## src/rtl/seqdet_pkg.sv

```systemverilog
package seqdet_pkg;

  localparam int NUM_STEPS  = 6;
  localparam int PREFIX_LEN = NUM_STEPS - 1;

  localparam logic [15:0] KEY_STORE  = 16'h0F0F;
  localparam logic [15:0] KEY_RECALL = 16'h0F0E;

  typedef enum logic [0:0] {
    MODE_ARMED = 1'b0,
    MODE_BUSY  = 1'b1
  } seq_mode_e;

  // Unlock prefix; the order is the protocol itself.
  function automatic logic [15:0] prefix_key(input int idx);
    case (idx)
      0:       return 16'h0000;
      1:       return 16'h1555;
      2:       return 16'h0AAA;
      3:       return 16'h1FFF;
      default: return 16'h10F0;
    endcase
  endfunction

endpackage

```

## src/rtl/seqdet_sync.sv

```systemverilog
module seqdet_sync #(
  parameter int   W       = 1,
  parameter int   STAGES  = 2,
  parameter logic RST_BIT = 1'b0
) (
  input  logic         clk,
  input  logic         rst_n,
  input  logic [W-1:0] d,
  output logic [W-1:0] q
);

  logic [STAGES-1:0][W-1:0] chain;

  generate
    if (STAGES == 1) begin : g_single
      always_ff @(posedge clk or negedge rst_n) begin
        if (!rst_n) chain <= {W{RST_BIT}};
        else        chain <= d;
      end
    end else begin : g_multi
      always_ff @(posedge clk or negedge rst_n) begin
        if (!rst_n) chain <= {STAGES{{W{RST_BIT}}}};
        else        chain <= {chain[STAGES-2:0], d};
      end
    end
  endgenerate

  assign q = chain[STAGES-1];

endmodule

```

## src/rtl/seqdet_strobe.sv

```systemverilog
module seqdet_strobe #(
  parameter int ADDR_W = 13
) (
  input  logic              clk,
  input  logic              rst_n,
  input  logic              ce_n_s,
  input  logic              we_n_s,
  input  logic [ADDR_W-1:0] addr_s,
  output logic              ev_valid,
  output logic              ev_write,
  output logic [ADDR_W-1:0] ev_addr
);

  logic              ce_n_q;
  logic              wr_acc;
  logic [ADDR_W-1:0] addr_q;

  always_ff @(posedge clk or negedge rst_n) begin
    if (!rst_n) begin
      ce_n_q <= 1'b1;
      wr_acc <= 1'b0;
      addr_q <= '0;
    end else begin
      ce_n_q <= ce_n_s;
      if (!ce_n_s) begin
        addr_q <= addr_s;
        wr_acc <= wr_acc | ~we_n_s;
      end else begin
        wr_acc <= 1'b0;
      end
    end
  end

  // The event fires on the release of the strobe.
  assign ev_valid = ce_n_s & ~ce_n_q;
  assign ev_write = wr_acc;
  assign ev_addr  = addr_q;

endmodule

```

## src/rtl/seqdet_matcher.sv

```systemverilog
module seqdet_matcher
  import seqdet_pkg::*;
#(
  parameter int ADDR_W = 13,
  parameter int CNT_W  = 3
) (
  input  logic              clk,
  input  logic              rst_n,
  input  logic              ev_valid,
  input  logic              ev_write,
  input  logic [ADDR_W-1:0] ev_addr,
  input  logic              op_done,
  output logic              store_req,
  output logic              recall_req,
  output logic              busy,
  output logic [CNT_W-1:0]  step_count
);

  localparam logic [CNT_W-1:0]  LAST_STEP = CNT_W'(PREFIX_LEN);
  localparam logic [ADDR_W-1:0] A_FIRST   = ADDR_W'(prefix_key(0));
  localparam logic [ADDR_W-1:0] A_STORE   = ADDR_W'(KEY_STORE);
  localparam logic [ADDR_W-1:0] A_RECALL  = ADDR_W'(KEY_RECALL);

  seq_mode_e         mode, mode_nx;
  logic [CNT_W-1:0]  cnt, cnt_nx;
  logic              st_nx, rc_nx;
  logic [ADDR_W-1:0] want;
  logic [CNT_W-1:0]  restart;

  assign want    = ADDR_W'(prefix_key(int'(cnt)));
  assign restart = (ev_addr == A_FIRST) ? CNT_W'(1) : '0;

  always_comb begin
    mode_nx = mode;
    cnt_nx  = cnt;
    st_nx   = 1'b0;
    rc_nx   = 1'b0;
    case (mode)
      MODE_BUSY: begin
        cnt_nx = '0;
        if (op_done) mode_nx = MODE_ARMED;
      end
      default: begin
        if (ev_valid) begin
          if (ev_write) begin
            cnt_nx = '0;
          end else if (cnt == LAST_STEP) begin
            if (ev_addr == A_STORE) begin
              st_nx   = 1'b1;
              mode_nx = MODE_BUSY;
              cnt_nx  = '0;
            end else if (ev_addr == A_RECALL) begin
              rc_nx   = 1'b1;
              mode_nx = MODE_BUSY;
              cnt_nx  = '0;
            end else begin
              cnt_nx = restart;
            end
          end else if (ev_addr == want) begin
            cnt_nx = cnt + CNT_W'(1);
          end else begin
            cnt_nx = restart;
          end
        end
      end
    endcase
  end

  always_ff @(posedge clk or negedge rst_n) begin
    if (!rst_n) begin
      mode       <= MODE_ARMED;
      cnt        <= '0;
      store_req  <= 1'b0;
      recall_req <= 1'b0;
    end else begin
      mode       <= mode_nx;
      cnt        <= cnt_nx;
      store_req  <= st_nx;
      recall_req <= rc_nx;
    end
  end

  assign busy       = (mode == MODE_BUSY);
  assign step_count = cnt;

endmodule

```

## src/rtl/seq_cmd_detect.sv

```systemverilog
module seq_cmd_detect
  import seqdet_pkg::*;
#(
  parameter int ADDR_W      = 13,
  parameter int SYNC_STAGES = 2
) (
  input  logic              clk,
  input  logic              rst_n,
  input  logic [ADDR_W-1:0] bus_addr,
  input  logic              bus_ce_n,
  input  logic              bus_we_n,
  input  logic              op_done,
  output logic              store_req,
  output logic              recall_req,
  output logic              busy,
  output logic [$clog2(NUM_STEPS)-1:0] step_count
);

  localparam int CNT_W = $clog2(NUM_STEPS);

  logic [1:0]        ctl_s;
  logic [ADDR_W-1:0] addr_s;
  logic              ev_valid, ev_write;
  logic [ADDR_W-1:0] ev_addr;

  seqdet_sync #(.W(2), .STAGES(SYNC_STAGES), .RST_BIT(1'b1)) u_ctl_sync (
    .clk(clk), .rst_n(rst_n), .d({bus_ce_n, bus_we_n}), .q(ctl_s)
  );

  seqdet_sync #(.W(ADDR_W), .STAGES(SYNC_STAGES), .RST_BIT(1'b0)) u_addr_sync (
    .clk(clk), .rst_n(rst_n), .d(bus_addr), .q(addr_s)
  );

  seqdet_strobe #(.ADDR_W(ADDR_W)) u_strobe (
    .clk(clk), .rst_n(rst_n),
    .ce_n_s(ctl_s[1]), .we_n_s(ctl_s[0]), .addr_s(addr_s),
    .ev_valid(ev_valid), .ev_write(ev_write), .ev_addr(ev_addr)
  );

  seqdet_matcher #(.ADDR_W(ADDR_W), .CNT_W(CNT_W)) u_match (
    .clk(clk), .rst_n(rst_n),
    .ev_valid(ev_valid), .ev_write(ev_write), .ev_addr(ev_addr),
    .op_done(op_done),
    .store_req(store_req), .recall_req(recall_req),
    .busy(busy), .step_count(step_count)
  );

endmodule

```

## config.mk

```make
export PLATFORM = sky130hd
export DESIGN_NAME = seq_cmd_detect
export DESIGN_NICKNAME = d
export VERILOG_FILES = /design/src/rtl/seqdet_pkg.sv /design/src/rtl/seqdet_sync.sv /design/src/rtl/seqdet_strobe.sv /design/src/rtl/seqdet_matcher.sv /design/src/rtl/seq_cmd_detect.sv
export SDC_FILE = /design/constraint.sdc
export NUM_CORES = 1
export LEC_CHECK = 0
export CAP_MARGIN = 10
export CORE_MARGIN = 4
export CORE_UTILIZATION = 54
export CTS_BUF_LIST = sky130_fd_sc_hd__clkbuf_16
export DETAILED_ROUTE_END_ITERATION = 7
export HOLD_SLACK_MARGIN = 0.05
export PLACE_DENSITY = 0.83
export SYNTH_ARGS = -nofsm -noshare
export SYNTH_HDL_FRONTEND = slang
export SYNTH_HIERARCHICAL = 1
export SYNTH_SLANG_ARGS = --single-unit
export TNS_END_PERCENT = 100
```

## constraint.sdc

```tcl
create_clock -name clk -period 2.6 [get_ports clk]
set_input_delay 0.26 -clock clk [delete_from_list [all_inputs] [get_ports clk]]
set_output_delay 0.26 -clock clk [all_outputs]
set_load 0.1 [all_outputs]
```

After elaboration in Yosys (flattened, before gate mapping)
Index checks and enable logic that the tools add are counted.
{ "word_totals": {"ff_bits": 51, "input_bits": 18, "output_inout_bits": 6, "wordCells": 53} }
{ "op_classes": {"addsub": 1, "eq_ne": 7, "n_mux": 27, "bitwise": 4, "n_reduce_logical": 3} }
{ "ops": {"columns": ["operator", "count"], "rows": [
  ["case mux 13 bit (4 select lines)", 1],
  ["== test 13 x 12 -> 1 bit, second input constant", 2],
  ["two-way mux 3 bit", 7],
  ["two-way mux 1 bit", 19],
  ["== test 13 bit", 1],
  ["zero test 13 bit", 1],
  ["== test 3 x 2 -> 1 bit, second input constant", 2],
  ["adder 3 x 1 -> 3 bit, second input constant", 1],
  ["== test 3 x 1 -> 1 bit, second input constant", 1],
  ["== test 3 bit, second input constant", 1],
  ["zero test 3 bit", 1],
  ["inverter 1 bit", 2],
  ["nonzero test 2 bit", 1],
  ["AND 1 bit", 1],
  ["OR 1 bit", 1]
]} }

Logic depth before layout (Yosys ltp)
Gate-level depths: netlist (run 1).
{ "logic_depth": {"ltp_word": 8, "ltp_mapped": 9, "ltp_nobuf": 7} }

Modules after synthesis
Netlist (run 1), hierarchy kept.
{ "by_module_without_submodules": {"columns": ["mod", "n_inst", "cells_per_inst", "area_per_inst_um2", "seq_area_each_um2"], "rows": [
  ["seqdet_sync (u_addr_sync)", 1, 39, 748.2, 650.6],
  ["seqdet_strobe", 1, 33, 599.3, 376.6],
  ["seqdet_matcher", 1, 57, 479.2, 150.1],
  ["seqdet_sync (u_ctl_sync)", 1, 6, 120.1, 105.1]
]} }

Least setup slack after synthesis (run 1)
OpenSTA, ideal clock, no wires.
{ "synth_path": {"path_type": "flip-flop to flip-flop", "start": "register u_match.cnt[1] (netlist: u_match/step_count[1])", "end": "register u_match.cnt[2] (netlist: u_match/step_count[2])", "setup_time_ns": 0.095, "t_arrival_ns": 2.293, "required_time_ns": 2.505, "path_slack_ns": 0.212, "stages_incl_launch_ff": 8, "n_path_buf": 0, "period_less_slack_ns": 2.388, "path_cell_list": "dfrtp_1 > ha_1 > ha_1 > nor3_1 > and2b_1 > o31ai_1 > nand3_2 > o31ai_1"} }
{ "synth_between": {"elab_chain_len": 8, "elab_cells_between_ends": 13, "cone_classes": "1 x add/sub; 5 x eq/ne; 6 x mux; 1 x reduce/logical"} }
{ "synth_lines": {"columns": ["element", "line_no", "source"], "rows": [
  ["start, declared", "seqdet_matcher.sv:25", "logic [CNT_W-1:0] cnt, cnt_nx;"],
  ["start signal, assigned", "seqdet_matcher.sv:77", "cnt <= cnt_nx;"],
  ["== test 3 x 2 -> 1 bit (tied with other cells)", "seqdet_pkg.sv:16", "case (idx)"],
  ["case mux 13 bit (4 select lines)", "seqdet_pkg.sv:16", null],
  ["== test 13 bit", "seqdet_matcher.sv:59", "end else if (ev_addr == want) begin"],
  ["two-way mux 3 bit", "seqdet_matcher.sv:59", null],
  ["two-way mux 3 bit *", "seqdet_matcher.sv:47", "end else if (cnt == LAST_STEP) begin"],
  ["two-way mux 3 bit *", "seqdet_matcher.sv:45", "if (ev_write) begin"],
  ["two-way mux 3 bit *", "seqdet_matcher.sv:44", "if (ev_valid) begin"],
  ["two-way mux 3 bit *", "seqdet_matcher.sv:38", "case (mode)"]
]} }
Every way passes the cells marked *; elsewhere a longest branch is shown, timed or not. The select of a mux whose other input is x is not followed.
A chain may end at the register's enable or synchronous reset.

Worst setup path in the final report (run 1)
{ "layout_path": {"start": "register u_match.cnt[1] (netlist: u_match/step_count[1])", "end": "register u_match.cnt[1] (netlist: u_match/step_count[1])"} }
Same word-level chain as after synthesis.

==> results.ini, run 1 <==
[drt]
drtPass1Iterations=4
wl_met1_mm=1.238
routed-wl-met2_mm=1.475
dr_wl_met3_um=219
drc=0
ant_nets=0
first_iter_violations=163
highest_layer=met4
wl_per_cell_um=15.16
routed_wl_mm=2.971
vias=1023
viasPerCell=5.219

[final_layout]
fillers=244
antenna_cells=0
multi_input_area_um2=494.2
fin_area_mm2=0.002220
num-nets-final=171
regArea_mm2=0.001282
drive_gt1_share_pct=24.00
fin_util_pct=64.98
syn2layout_area_growth_pct=14.01

[floorplanning]
die-area_mm2=0.004630
ios=24
initial_core_util_pct=57.00
die_y_um=68.05
die_w_um=68.05
core_area_mm2=0.003416
num_rows=21

[power_and_ir_drop]
p_sw_share_pct=20.36
cellLeakagePower_nw=0.9794
p_comb_share_pct=6.2
p_sw_mw=0.3195
share_seq_of_total_power_pct=55.4
power.density_mw_per_mm2=706.9
intPower_mw=1.250
max-vdd-ir-drop_mv=0.5596
p_clk_share_pct=38.4

[timing]
finalHoldViolCount=0
maxSlewViolCount=0
finalSetupViolCount=0
fmax_ghz=0.4726
fin_tns_setup_ps=0
skew_ps=3.188
worst_pin_slew_ps=1049
min_period_ps=2116
post-route-period-util_pct=81.39
relSlewSlack_pct=30.08
rsz0062_at_grt=false

[critical_path]
crit_top_cell=ha_1
worst_path_max_delay_cell=dfrtp_1
crit_path_max_fanout=8
crit_buf_inv=0
r2r_end=u_match/step_count[1]$_DFFE_PN0P_
required_ps=2790
crit_type=reg2reg
worstPathCellList=ha_1 > ha_1 > nor3_1 > a41oi_1 > a311oi_1 > nand3_2 > o31ai_1
ff2ff_setup_slack_ps=480
path_delay_family=compound AO/OA/AOI/OAI gates
r2r_cells=7
end_kind=flip-flop
crit_arrival_ps=2300
max_stage_delay_ps=470
cp-start-kind=flip-flop
worstReg2RegStart=u_match/step_count[1]$_DFFE_PN0P_

[status]
status=complete, no violations

[synth]
postSynth.asyncResetShare_pct=100.0
synth_edf_count=0
synth_top_area_cell=dfrtp_1
synthFlopType=dfrtp_1
synth.avg_cell_area_um2=14.42
syn_inst=135
syn_nets=157
synth_cell_types=32
yosys_warnings=6
ys_ff_latch=51
synth.area.top_cells=dfrtp_1 59%, dfstp_2 6.7%, mux2_4 6.2%, buf_4 5.8%, mux2_2 2.9%
yosys-top-cells-count=46 x dfrtp_1, 15 x buf_4, 8 x mux2_4, 8 x nor2_1, 7 x inv_1
syn_area_mm2=0.001947
ys_seq_area_share_pct=65.87
yosysMostFrequentCell=dfrtp_1
yosysTopAreaCellShare_pct=59.13

[grt]
grt_use_total_pct=15.41
grt_pass1_wl_mm=5.016
grt_max_degree=52
grt_pass1_vias=1097
antenna_found_initial=0
grt_overflow_total=0

[clock_tree]
clockBufferDepth=2
ctsHtreeMaxLevel=2
hold_buffers=0
cts_buffers=5
cts_sinks=51
cts-resized-gates=0
cts_tree=done
cts.clk_slew.worst_paths_ps=60
cts_root_buf=clkbuf_16
worstSkewPairLatency_ps=280
post_cts_buffers=0

[job]
max-cap-violations=0

[worst_hold_path]
hp-class=in2async

[placement]
port_buffers=23
dp_hpwl_mm=2.013
place_congestion=0.9738
dpl_cell_area_mm2=0.002078

==> how the worst max path moves through the flow <==
stage,start,endpoint,slack (ps),depth (start not counted)
CTS,u_ctl_sync/q[1]$_DFF_PN1_,u_match/recall_req$_DFF_PN0_,510,5
floorplan,u_match/step_count[1]$_DFFE_PN0P_,u_match/step_count[2]$_DFFE_PN0P_,210,7
detailed placement,u_ctl_sync/q[1]$_DFF_PN1_,u_match/recall_req$_DFF_PN0_,520,5
finish,u_match/step_count[1]$_DFFE_PN0P_,u_match/step_count[1]$_DFFE_PN0P_,480,7
global route,u_match/step_count[1]$_DFFE_PN0P_,u_match/step_count[1]$_DFFE_PN0P_,370,7
global placement,u_ctl_sync/q[1]$_DFF_PN1_,u_match/recall_req$_DFF_PN0_,600,5
==> kinds of logic (layout without fill, tap and decap cells) <==
logic type / after synthesis / after routing / synth area share (%)
fa+ha+maj: 4 / 4 / 2.571
simple gates: 31 / 31 / 9.062
mux: 14 / 14 / 9.576
compound gates: 11 / 11 / 4.177
flops: 51 / 51 / 65.87
buf+inv: 24 / 39 / 8.741
==> power by group through the flow <==
stage               registers [mW]  clock network [mW]  logic, mW
CTS                          0.869               0.626     0.0990
floorplan                    0.874                   0     0.0706
detailed placement           0.883                   0     0.0984
global placement             0.879                   0     0.0924
finish                       0.869               0.602     0.0978
global route                 0.874               0.658      0.108
==> per-layer routing <==
layer  vias to the layer above  global-route usage [%]
met5                         -                       0
met4                         0                   9.429
met3                         4                   5.419
met2                        51                   24.31
met1                       495                   17.99
li1                        473                       -
==> flip-flops by register name (all words and copies together) (netlist names) <==
| signal | cells |
|---|---|
| u_addr_sync/chain | 13 |
| u_addr_sync/q | 13 |
| u_strobe/ev_addr | 13 |
| u_match/step_count | 3 |
| u_ctl_sync/chain | 2 |
| u_ctl_sync/q | 2 |
| u_match/busy | 1 |
| u_match/recall_req | 1 |
| u_match/store_req | 1 |
| u_strobe/ce_n_q | 1 |
| u_strobe/ev_write | 1 |
==> cell usage in the layout, fill, tap and decap left out, types with 2 or more instances in the layout <==
| cell | Yosys | routed |
|---|---|---|
| nor3_1 | 4 | 4 |
| inv_1 | 7 | 8 |
| or4_1 | 2 | 2 |
| o31ai_1 | 3 | 3 |
| nand4_1 | 2 | 2 |
| nor2_1 | 8 | 8 |
| a21oi_1 | 3 | 3 |
| mux2_2 | 5 | 5 |
| buf_4 | 15 | 7 |
| dfrtp_1 | 46 | 46 |
| ha_1 | 4 | 4 |
| mux2_4 | 8 | 8 |
| dfstp_2 | 5 | 5 |
| nand3_1 | 2 | 2 |
| nand2_1 | 4 | 4 |
| clkbuf_16 | 0 | 5 |
| clkdlybuf4s50_1 | 0 | 16 |
==> metrics by stage <==
| stage | total power, mW | hold slack (ps) | std cells | setup WS (ps) |
|---|---|---|---|---|
| floorplan | 0.9447 | -35.59 | 135 | 211.9 |
| global placement | 0.9718 | 331.6 | 188 | 603.3 |
| detailed placement | 0.9812 | 334.7 | 188 | 519.6 |
| CTS | 1.594 | 198.7 | 196 | 508.9 |
| global route | 1.641 | 272.2 | 196 | 369.6 |
| finish | 1.569 | 166.2 | 196 | 483.9 |
==> final cells by class <==
type	instances	share of cell area [%]
timing repair buffer	24	9.808
inverter	7	1.184
tap	46	2.593
multi-input combinational	60	22.27
sequential	51	57.78
clock buffer	5	5.637
clock inverter	3	0.7328
Power figures use the tool's default switching activity.
==> inputs of run 2 (changes only) <==
==> constraint.sdc (replaced) <==
create_clock -name clk -period 2 [get_ports clk]
set_input_delay 0.2 -clock clk [delete_from_list [all_inputs] [get_ports clk]]
set_output_delay 0.2 -clock clk [all_outputs]
set_load 0.1 [all_outputs]
==> results.ini, run 2 (synthesized netlist as in run 1, its figures left out) <==
[status]
status=finished, violations left  ; was complete, no violations
violations=setup timing

[placement]
dpl_cell_area_mm2=0.002123  ; was 0.002078 mm2
dp_hpwl_mm=2.126  ; was 2.013 mm
place_ws_ps=-70.73  ; was 519.6 ps
place_congestion=0.9172  ; was 0.9738
port_buffers=23  ; unchanged

[grt]
grt_max_degree=52  ; unchanged
grt_use_total_pct=16.53  ; was 15.41%
grt_overflow_total=0  ; unchanged
grt.met3_usage_pct=6.404  ; was 5.419%
antenna_found_initial=0  ; unchanged
grt_pass1_wl_mm=5.306  ; was 5.016 mm
grt_pass1_vias=1147  ; was 1097
use_met1_pct=18.92  ; was 17.99%
grt_busiest_layer=met2  ; unchanged
gr-usage-met2_pct=26.71  ; was 24.31%

[timing]
finalSetupViolCount=3  ; was 0
worst_pin_slew_ps=595.8  ; was 1049 ps
skew_ps=3.602  ; was 3.188 ps
rsz0062_at_grt=true  ; was false
finalHoldViolCount=0  ; unchanged
maxSlewViolCount=0  ; unchanged
min_period_ps=2021  ; was 2116 ps
post-route-period-util_pct=101.0  ; was 81.39%
fmax_ghz=0.4948  ; was 0.4726 GHz
relSlewSlack_pct=60.28  ; was 30.08%
setup_ws_ps=-20.83  ; was 483.9 ps

[drt]
vias=1085  ; was 1023
routed_wl_mm=3.273  ; was 2.971 mm
first_iter_violations=60  ; was 163
drc=0  ; unchanged
viasPerCell=5.267  ; was 5.219
drtPass1Iterations=6  ; was 4
wl_per_cell_um=15.89  ; was 15.16 um
ant_nets=0  ; unchanged

[critical_path]
crit_buf_inv=0  ; unchanged
crit_type=reg2reg  ; unchanged
required_ps=2210  ; was 2790 ps
max_stage_delay_ps=590  ; was 470 ps
path_delay_family=simple AND/OR/NAND/NOR gates  ; was compound AO/OA/AOI/OAI gates
worstPathCellList=nor2b_4 > or3b_4 > nand3b_1 > or4_4 > o21ai_1  ; was ha_1 > ha_1 > nor3_1 > a41oi_1 > a311oi_1 > nand3_2 > o31ai_1
crit_arrival_ps=2230  ; was 2300 ps
crit_path_max_fanout=3  ; was 8
startpoint=u_ctl_sync/q[1]$_DFF_PN1_  ; was u_match/step_count[1]$_DFFE_PN0P_
worst_path_max_delay_cell=or4_4  ; was dfrtp_1
cp-start-kind=flip-flop  ; unchanged
worstReg2RegStart=u_ctl_sync/q[1]$_DFF_PN1_  ; was u_match/step_count[1]$_DFFE_PN0P_
end_kind=flip-flop  ; unchanged

[floorplanning]
die_w_um=68.05  ; unchanged
num_rows=21  ; unchanged
initial_core_util_pct=57.00  ; unchanged
ios=24  ; unchanged
die_y_um=68.05  ; unchanged
core_area_mm2=0.003416  ; unchanged
die-area_mm2=0.004630  ; unchanged

[worst_hold_path]
hp-start=bus_ce_n
hp-class=in2reg  ; was in2async

[clock_tree]
clockBufferDepth=2  ; unchanged
cts_sinks=51  ; unchanged
cts.clk_slew.worst_paths_ps=60  ; about the same
ctsHtreeMaxLevel=2  ; unchanged
worstSkewPairLatency_ps=280  ; about the same
cts_root_buf=clkbuf_16  ; unchanged
cts_tree=done  ; unchanged
cts_buffers=5  ; unchanged

[final_layout]
num-nets-final=181  ; was 171
fillers=233  ; was 244
fin_area_mm2=0.002407  ; was 0.002220 mm2
mostFrequentLayoutCell=dfrtp_1  ; unchanged
mostFrequentLayoutCells=43 x dfrtp_1, 16 x clkdlybuf4s50_1, 15 x buf_4, 9 x inv_1, 8 x mux2_4  ; was 46 x dfrtp_1, 16 x clkdlybuf4s50_1, 8 x inv_1, 8 x nor2_1, 8 x mux2_4
antenna_cells=0  ; unchanged
drive_gt1_share_pct=37.50  ; was 24.00%
syn2layout_area_growth_pct=23.65  ; was 14.01%

[job]
max-cap-violations=0  ; unchanged

[power_and_ir_drop]
cellLeakagePower_nw=1.042  ; was 0.9794 nW
max-vdd-ir-drop_mv=0.8503  ; was 0.5596 mV
power.density_mw_per_mm2=851.4  ; was 706.9 mW/mm2

==> run 2: final cells by class <==
cell class	instances	area, um2	share of cell area, %
clock inverters	3	12.51	0.5198
inverters	7	26.28	1.091
repair buffers	34	299.0	12.42
well taps	46	57.56	2.391
flip-flops and latches	51	1294	53.74
clock buffers	5	125.1	5.198
multi-input cells	60	593.1	24.64
==> run 2: repair_timing <==
item,4_1_cts,5_1_grt
setup buffers,3,3
hold buffers,1,0
hold endpoints to repair,46,0
gates resized for setup,2,15
pin swaps,3,8
setup endpoints to repair,5,6
==> run 2: where the power goes <==
part	switching [mW]	internal (mW)
sequential	0.0366	1.10
clock	0.321	0.451
combinational	0.0608	0.0845
==> run 2: layer usage <==
| metal | up-vias | routed length (um) |
|---|---|---|
| met1 | 534 | 1288 |
| met5 | - | 0 |
| met3 | 14 | 204 |
| li1 | 490 | - |
| met4 | 0 | 123 |
| met2 | 47 | 1656 |
==> run 2: path summary, 6_finish.rpt <==
path	to	slack, ps	cells after the start
worst max-delay path	u_match/busy$_DFF_PN0_	-20	5
max in group asynchronous	u_match/step_count[2]$_DFFE_PN0P_	1000	3
min in group asynchronous	u_addr_sync/q[12]$_DFF_PN0_	540	3
worst min register to register	u_addr_sync/q[5]$_DFF_PN0_	340	0
worst min-delay path	u_ctl_sync/chain[1]$_DFF_PN1_	320	1
worst max register to register	u_match/busy$_DFF_PN0_	-20	5
==> run 2: stage by stage <==
step	hold slack [ps]	TNS (ps)	utilization (%)	instances	power [mW]
floorplan	-95.59	-742.0	-	135	1.231
global placement	316.3	0	62.16	191	1.272
detailed placement	332.6	-173.7	62.16	191	1.283
CTS	316.9	-4.273	67.36	203	2.071
global route	321.0	-250.5	70.48	206	2.143
finish	321.8	-25.36	70.48	206	2.050
